--- src/rtl/pllc_pkg.sv ---
package pllc_pkg;
  localparam int unsigned REG_W  = 8;
  localparam int unsigned B_MON  = 7;
  localparam int unsigned B_PLL  = 6;
  localparam int unsigned B_AUTO = 5;
  localparam int unsigned B_ACQ  = 4;
  localparam int unsigned B_FWK  = 3;
  localparam int unsigned B_RSVA = 2;
  localparam int unsigned B_RSVB = 1;
  localparam int unsigned B_SCE  = 0;
  localparam logic [REG_W-1:0] RST_VAL = 8'hF1;
endpackage

--- src/rtl/pllc_bits.sv ---
module pllc_bits #(
  parameter int unsigned W = 8,
  parameter logic [W-1:0] RST = '0
) (
  input  logic         clk_i,
  input  logic         rst_ni,
  input  logic         we_i,
  input  logic [W-1:0] wdata_i,
  input  logic [W-1:0] lock_i,
  input  logic [W-1:0] set_i,
  output logic [W-1:0] q_o
);
  for (genvar i = 0; i < W; i++) begin : g_bit
    always_ff @(posedge clk_i or negedge rst_ni) begin
      if (!rst_ni)                  q_o[i] <= RST[i];
      else if (set_i[i])            q_o[i] <= 1'b1;
      else if (we_i && !lock_i[i])  q_o[i] <= wdata_i[i];
    end
  end
endmodule

--- src/rtl/pllc_eff.sv ---
module pllc_eff (
  input  logic mon_en_i,
  input  logic pll_on_i,
  input  logic auto_bw_i,
  input  logic acq_i,
  input  logic selfclk_act_i,
  input  logic stop_i,
  input  logic near_target_i,
  output logic pll_en_o,
  output logic high_bw_o,
  output logic clk_mon_en_o
);
  always_comb begin
    pll_en_o     = pll_on_i | selfclk_act_i;
    // auto mode: acquire (high bw) until near target
    high_bw_o    = auto_bw_i ? ~near_target_i : acq_i;
    clk_mon_en_o = mon_en_i & ~stop_i;
  end
endmodule

--- src/rtl/pll_ctl_reg.sv ---
module pll_ctl_reg
  import pllc_pkg::*;
(
  input  logic             clk_i,
  input  logic             rst_ni,
  input  logic             wr_en_i,
  input  logic             sel_i,
  input  logic [REG_W-1:0] wdata_i,
  output logic [REG_W-1:0] rdata_o,
  input  logic             selfclk_lock_i,
  input  logic             pll_in_use_i,
  input  logic             wait_pll_i,
  input  logic             stop_i,
  input  logic             selfclk_act_i,
  input  logic             near_target_i,
  output logic             pll_en_o,
  output logic             high_bw_o,
  output logic             clk_mon_en_o
);
  logic [REG_W-1:0] lock, set_bits, ctrl_q;

  always_comb begin
    lock           = '0;
    lock[B_MON]    = selfclk_lock_i;
    lock[B_PLL]    = pll_in_use_i;
    lock[B_AUTO]   = wait_pll_i;
    set_bits       = '0;
    set_bits[B_AUTO] = wait_pll_i;
  end

  pllc_bits #(.W(REG_W), .RST(RST_VAL)) u_bits (
    .clk_i   (clk_i),
    .rst_ni  (rst_ni),
    .we_i    (wr_en_i & sel_i),
    .wdata_i (wdata_i),
    .lock_i  (lock),
    .set_i   (set_bits),
    .q_o     (ctrl_q)
  );

  assign rdata_o = ctrl_q;

  pllc_eff u_eff (
    .mon_en_i      (ctrl_q[B_MON]),
    .pll_on_i      (ctrl_q[B_PLL]),
    .auto_bw_i     (ctrl_q[B_AUTO]),
    .acq_i         (ctrl_q[B_ACQ]),
    .selfclk_act_i (selfclk_act_i),
    .stop_i        (stop_i),
    .near_target_i (near_target_i),
    .pll_en_o      (pll_en_o),
    .high_bw_o     (high_bw_o),
    .clk_mon_en_o  (clk_mon_en_o)
  );
endmodule

--- config.mk ---
export PLATFORM = sky130hd
export DESIGN_NAME = pll_ctl_reg
export DESIGN_NICKNAME = d
export VERILOG_FILES = /design/src/rtl/pllc_pkg.sv /design/src/rtl/pllc_bits.sv /design/src/rtl/pllc_eff.sv /design/src/rtl/pll_ctl_reg.sv
export SDC_FILE = /design/constraint.sdc
export NUM_CORES = 1
export LEC_CHECK = 0
export BUFFER_PORTS_ARGS = -buffer_cell sky130_fd_sc_hd__buf_2
export CORE_AREA = 8 8 45 47
export CTS_CLUSTER_DIAMETER = 50
export DETAILED_ROUTE_END_ITERATION = 6
export DIE_AREA = 0 0 53 55
export REMOVE_ABC_BUFFERS = 1
export SYNTH_ARGS = -nofsm -noshare
export SYNTH_HDL_FRONTEND = slang
export SYNTH_SLANG_ARGS = --single-unit
--- constraint.sdc ---
create_clock -name clk_i -period 1.1 [get_ports clk_i]
set_input_delay 0.275 -clock clk_i [delete_from_list [all_inputs] [get_ports clk_i]]
set_output_delay 0.275 -clock clk_i [all_outputs]
set_load 0.005 [all_outputs]
* Word-level counts from Yosys, hierarchy flattened *
Index checks and enable logic that the tools add are counted.

operators by class
  shift operators = 0
  add/sub/neg operators = 0
  equality and inequality tests = 0
  reductions and logical operators = 7
  multiply operators = 0
  bitwise operators = 5
  div/mod/pow operators = 0
  multiplexer cells = 3
  magnitude comparators = 0

operator list
  kind                count
  logical AND 1 bit   3
  zero test 1 bit     3
  2-to-1 mux 1 bit    3
  bitwise AND 1 bit   2
  inverter 1 bit      2
  nonzero test 2 bit  1
  OR 1 bit            1

word-level totals
  bits in writable memories = 0
  bits in latches = 0
  ROM bits = 0
  output and inout port bits = 11
  memories kept = 0
  bits in registers = 8

* Longest topological paths before layout *
Gate-level depths: netlist (run 1).

  depth after elaboration = 4
  gate-level depth with buffers = 2

* By module *
A second synthesis (run 1) with hierarchy kept.

second synthesis, totals
  cells, all modules = 46
  area total of the unflattened synthesis = 437.9 sq um

modules (own cells, without submodules)
  module       times used  sequential area each (sq um)  cells an instance  area each (sq um)
  pllc_bits    1           206.4                         40                 406.6
  pllc_eff     1           0.0                           4                  21.3
  pll_ctl_reg  1           0.0                           2                  10.0

* Least setup slack after synthesis (run 1) *
OpenSTA, ideal clock, no wires.

  path type = register -> output
  from = reg u_bits.q_o[5]
  to = out high_bw_o
  slack = 99 ps
  arrival = 726 ps
  required time = 825 ps
  path buffers = 0
  stages on the path, launching flop included = 2
  path through = dfstp_2 -> mux2i_1

between the ends
  longest elaborated chain between the ends = 1

RTL lines
  what                             RTL line           source
  start, declared                  pllc_bits.sv:11    output logic [W-1:0] q_o
  start signal, assigned by index  pllc_bits.sv:15    if (!rst_ni) q_o[i] <= RST[i];
  start signal, assigned by index  pllc_bits.sv:17    else if (we_i && !lock_i[i]) q_o[i] <= wdata_i[i];
  2-to-1 mux 1 bit                 pllc_eff.sv:16     high_bw_o = auto_bw_i ? ~near_target_i : acq_i;
  end, declared                    pll_ctl_reg.sv:17  output logic high_bw_o,

No other way between the ends.

* Worst setup path after layout (run 1) *
Same ends and word-level chain as after synthesis.

==> flow_summary.ini, run 1 <==
[finish]
drive_gt1_frac = 0.8070
multi_input_area_um2 = 141.4
layout.nets = 76
largest_reg_flops = 8
n_antenna_cell = 0
syn2layout_area_growth_pct = 51.16
regMostFlops = u_bits.q_o
largest_registers = u_bits.q_o: 8 flops
seqCellArea_um2 = 206.4
fillers = 135
finish.utilization = 0.4141

[min_path]
hold_path_startpoint = wait_pll_i
whs_path_depth = 2
hold_class = in2reg
whs_endpoint = u_bits.q_o[5]

[flow_run]
drv_cap = 0

[sta]
setup_viol = 8
period_share = 1.228
fin_crit_ns = 1.351
slew_viol_final = 0
rsz0062_at_grt = true
fmax_ghz = 0.7404
finalSetupTns_ns = -0.8740
setup_slack_ns = -0.2506
tightest_slew_ns = 0.1803
relSlewSlack = 0.8798
skew_ns = 0
hold_viol = 0
fin_hold_ws_ns = 0.2169

[drt]
viasPerCell = 4.301
dr_total_vias = 314
drc = 0
first_pass_iters = 2
finalWirelength_um = 934
ant_nets = 0
post_drt_wl_per_cell_um = 12.79
drt_iter0_markers = 2

[floorplan]
fp.coreArea_um2 = 1384
io_pins = 29
die-area_um2 = 2915
rows = 14
initial_core_util = 0.2740
die_w_um = 53
die_h_um = 55

[worst_setup_path]
startpoint_type = flip-flop
timing.rr.start = u_bits.q_o[2]
ff2ff_setup_slack_ns = 0.35
crit_type = reg2out
path_max_fanout = 3
cp.arrival_ns = 1.08
r2r_cells = 1
crit_required_ns = 0.82
worstSetupEndpointType = output pin
crit-reg2reg-capture = u_bits.q_o[2]

[synthesis]
synthesis.area_um2 = 379.1
synth_warnings = 0
yosys.cell_types.count = 12
ys_ff_latch = 8
netlist_instances = 28
avgSynthCellArea_um2 = 13.54
synth-seq-area-share = 0.5446

[grt]
track_usage = 0.06755
grt_pass1_vias = 333
grt_pass1_wl_um = 1442
gr-total-overflow = 0
grt_antenna_before_repair = 0
grt_max_degree = 9

[pwr]
p_comb_frac = 0.244
power.share.switching = 0.2311
seqPwrFrac = 0.471
ir_drop_v = 0.0007426
leakage_nw = 0.2881
p_switching_uw = 189.7
power_frac_clock = 0.284
p_int_uw = 631.3
power-per-cell-area_nw_per_um2 = 1433

[clocking]
clock_latency_ns = 0.24
max-clock-path-buffers = 2
cts_tree = done
cts.htree.levels = 1
numClockSinks = 8
cts-buffers-inserted = 3
cts_root_buffer = clkbuf_4
post-cts-setup-buffers = 0
clkTransAtPathRegs_ns = 0.05

[outcome]
status = complete, but fails checks
violations = negative setup slack

[placement]
port_buffers = 28
routabilityCongestion = 0.7076
place_hpwl_um = 772.3
==> cells in the mapped netlist, drive strengths merged <==
| master | count | share of area |
|---|---|---|
| nor2b | 1 | 0.017 |
| inv | 1 | 0.0099 |
| a211o | 1 | 0.023 |
| or2 | 1 | 0.017 |
| buf | 4 | 0.079 |
| mux2 | 7 | 0.21 |
| dfstp | 5 | 0.35 |
| dfrtp | 3 | 0.20 |
| and3 | 1 | 0.020 |
| nand3b | 2 | 0.040 |
| mux2i | 1 | 0.026 |
| nand2 | 1 | 0.017 |
==> layer usage <==
metal,part of all wire,up-vias,global-route usage
met5,0,-,0
met4,0.0054,0,0.05172
met3,0.24,2,0.04278
met2,0.36,28,0.08398
met1,0.40,131,0.08012
li1,-,153,-
==> logic make-up after synthesis <==
family | count (synthesis) | synth area share
buf+inv | 5 | 0.08910
mux | 8 | 0.2343
simple gates | 6 | 0.1089
compound gates | 1 | 0.02311
flops | 8 | 0.5446
==> per-stage QoR <==
stage / cell area, um2 / setup slack, ns / std cells / total power, mW
4_1_cts: 566.8 / -0.2799 / 73 / 0.8357
3_3_place_gp: 509.2 / 0.01178 / 68 / 0.5559
3_5_place_dp: 509.2 / 0.005212 / 68 / 0.5585
2_1_floorplan: 349.1 / 0.08716 / 24 / 0.4550
5_1_grt: 573.1 / -0.3433 / 73 / 0.8810
6_report: 573.1 / -0.2506 / 73 / 0.8210
==> repair_timing <==
action | in CTS | in global routing
hold endpoints to repair | 3 | 0
resized for setup | 4 | 1
hold buffers | 1 | 0
setup endpoints to repair | 8 | 8
==> area by class of cell <==
class / count / share of cell area
clock buffer: 4 / 0.04585
inverter: 1 / 0.006550
multi-input combinational: 15 / 0.2467
sequential: 8 / 0.3603
tap: 16 / 0.03493
timing repair buffer: 29 / 0.3057
==> critical path, stage by stage (launching register included) <==
cell and delay (ns):
dfstp_2 0.54, mux2i_1 0.16, buf_2 0.12
==> worst max-delay path by stage <==
stage / start / to / slack (ns) / cells past startpoint
6_report: u_bits.q_o[5] / high_bw_o / -0.25 / 2
2_1_floorplan: u_bits.q_o[5] / high_bw_o / 0.09 / 1
3_3_place_gp: u_bits.q_o[5] / high_bw_o / 0.01 / 2
5_1_grt: u_bits.q_o[5] / high_bw_o / -0.34 / 2
4_1_cts: u_bits.q_o[5] / high_bw_o / -0.28 / 2
3_5_place_dp: u_bits.q_o[5] / high_bw_o / 0.005 / 2
==> cell usage in the layout, fill, tap and decap left out <==
| cell | instances |
|---|---|
| a211o_1 | 1 |
| and3_2 | 1 |
| buf_2 | 24 |
| buf_6 | 4 |
| clkbuf_1 | 1 |
| clkbuf_4 | 3 |
| dfrtp_1 | 3 |
| dfstp_2 | 5 |
| dlygate4sd3_1 | 1 |
| inv_1 | 1 |
| mux2_2 | 7 |
| mux2i_1 | 1 |
| nand2_2 | 1 |
| nand3b_1 | 2 |
| nor2b_1 | 1 |
| or2_4 | 1 |
==> power groups by stage <==
stage	combinational, mW	clock, mW	sequential (mW)
detailed placement	0.173	0	0.386
global placement	0.172	0	0.384
CTS	0.197	0.254	0.385
finish	0.201	0.233	0.387
floorplan	0.0646	0	0.390
global route	0.223	0.263	0.395
(Power assumes the default switching activity.)
==> run 2, diff against run 1 <==
- CELL_PAD_IN_SITES_DETAIL_PLACEMENT: unset -> 1
- CELL_PAD_IN_SITES_GLOBAL_PLACEMENT: unset -> 2
- CORE_AREA: 8 8 45 47 -> unset
- CORE_MARGIN: unset -> 8
- CORE_UTILIZATION: unset -> 20
- DIE_AREA: 0 0 53 55 -> unset
- PLACE_DENSITY_LB_ADDON: unset -> 0.1
==> run 2 against run 1 <==
Count of clock-buffer cells in the layout unchanged. Combinational power increased by 14%. Cell count is 16% higher. Sequential share of layout area fell by 2.4 points. Total power up 3.5%. Clock skew stayed put. Critical path depth unchanged. Die area is 22% higher. Final area grew 7.2%. Largest power group unchanged. Setup slack improved by 0.0097 ns. The run still ends with negative setup slack left. Wire length increased by 22%.
==> flow_summary.ini, run 2 (synthesis results as in run 1) <==
[pwr]
leakage_nw = 0.3045
power-per-cell-area_nw_per_um2 = 1383
ir_drop_v = 0.0006241

[grt]
track_usage = 0.06514
gr-total-overflow = 0
grt_pass1_vias = 376
grt_max_degree = 9
grt_antenna_before_repair = 0
grt_pass1_wl_um = 1711

[sta]
tightest_slew_ns = 0.1864
period_share = 1.219
rsz0062_at_grt = true
fmax_ghz = 0.7457
relSlewSlack = 0.8758
hold_viol = 0
slew_viol_final = 0
setup_viol = 8
setup_slack_ns = -0.2410
fin_crit_ns = 1.341
skew_ns = 0

[outcome]
violations = negative setup slack
status = complete, but fails checks

[drt]
finalWirelength_um = 1137
drt_iter0_markers = 2
dr_total_vias = 326
ant_nets = 0
first_pass_iters = 2
viasPerCell = 3.835
post_drt_wl_per_cell_um = 13.38
drc = 0

[finish]
mostFrequentLayoutCells = buf_2 (24), mux2_2 (7), buf_6 (6), dfstp_2 (5)
drive_gt1_frac = 0.8333
largest_registers = u_bits.q_o: 8 flops
n_antenna_cell = 0
post-route-cell-area_um2 = 614.3
largest_reg_flops = 8
layout.nets = 79
regMostFlops = u_bits.q_o
layout_commonest_cell = buf_2
fillers = 225
finish.utilization = 0.3482
syn2layout_area_growth_pct = 62.05

[worst_setup_path]
worstSetupEndpointType = output pin
crit_required_ns = 0.82
startpoint_type = flip-flop
cp_cell_sequence = mux2i_1 -> buf_2
cpLargestDelayFamily = flip-flops
crit_path_max_incr_delay_ns = 0.53
path_max_fanout = 2
crit_type = reg2out
crit_buf_inv = 1
cp_slowest_cell = dfstp_2
cp.arrival_ns = 1.07

[floorplan]
rows = 15
die_h_um = 59.54
die_w_um = 59.54
die-area_um2 = 3545
fp.coreArea_um2 = 1764
io_pins = 29
initial_core_util = 0.2149

[clocking]
numClockSinks = 8
cts_root_buffer = clkbuf_4
cts_tree = done
clock_latency_ns = 0.24
cts.htree.levels = 1
clkTransAtPathRegs_ns = 0.05
max-clock-path-buffers = 2
cts-buffers-inserted = 3

[min_path]
hold_class = in2reg

[placement]
placed_area_um2 = 528.0
port_buffers = 28
place_hpwl_um = 936
routabilityCongestion = 0.6257

[flow_run]
drv_cap = 0
## run 2: final timing paths
check	from	end	slack [ns]	cells after the start
max in group asynchronous	rst_ni	u_bits.q_o[6]	0.46	2
setup reg to reg	u_bits.q_o[5]	u_bits.q_o[5]	0.18	3
hold / removal	wait_pll_i	u_bits.q_o[5]	0.22	2
min in group asynchronous	rst_ni	u_bits.q_o[1]	0.40	2
setup / recovery	u_bits.q_o[5]	high_bw_o	-0.24	2
hold reg to reg	u_bits.q_o[1]	u_bits.q_o[1]	0.51	1
## run 2: power breakdown
| part | leakage (nW) | total (mW) | switching, mW | internal, mW |
|---|---|---|---|---|
| logic | 0.202 | 0.229 | 0.0770 | 0.152 |
| clock network | 0.0150 | 0.235 | 0.0966 | 0.139 |
| registers | 0.0878 | 0.385 | 0.0267 | 0.359 |
| total | 0.305 | 0.850 | 0.200 | 0.649 |
## run 2: cell type report
cell class / instances / area, um2 / share of cell area
multi-input cells: 15 / 141.4 / 0.2301
repair buffers: 32 / 205.2 / 0.3340
inverters: 1 / 3.754 / 0.006110
flip-flops and latches: 8 / 206.4 / 0.3360
clock buffers: 4 / 26.28 / 0.04277
well taps: 25 / 31.28 / 0.05092
## run 2: per-stage QoR
stage / power [mW] / std cells / TNS, ns / setup slack (ns) / hold WS [ns]
6_report: 0.8498 / 85 / -1.125 / -0.2410 / 0.2234
4_1_cts: 0.8676 / 84 / -1.179 / -0.2633 / 0.2161
2_1_floorplan: 0.4550 / 24 / 0 / 0.08716 / -0.02059
5_1_grt: 0.9159 / 85 / -1.530 / -0.3444 / 0.2147
3_3_place_gp: 0.5577 / 78 / 0 / 0.02796 / 0.1243
3_5_place_dp: 0.5685 / 78 / 0 / 0.01316 / 0.1251
## run 2: repair_timing
item | 4_1_cts | 5_1_grt
endpoints found under the hold margin | 3 | 0
hold buffers | 1 | 0
setup endpoints to repair | 8 | 8
gates resized for setup | 6 | 2
setup buffers | 1 | 1
## run 2: routing by layer
metal,vias up,global-route usage,wire (um)
li1,155,-,-
met5,-,0,0
met1,154,0.06535,421
met4,0,0.02041,0
met2,17,0.1048,582
met3,0,0.04555,133
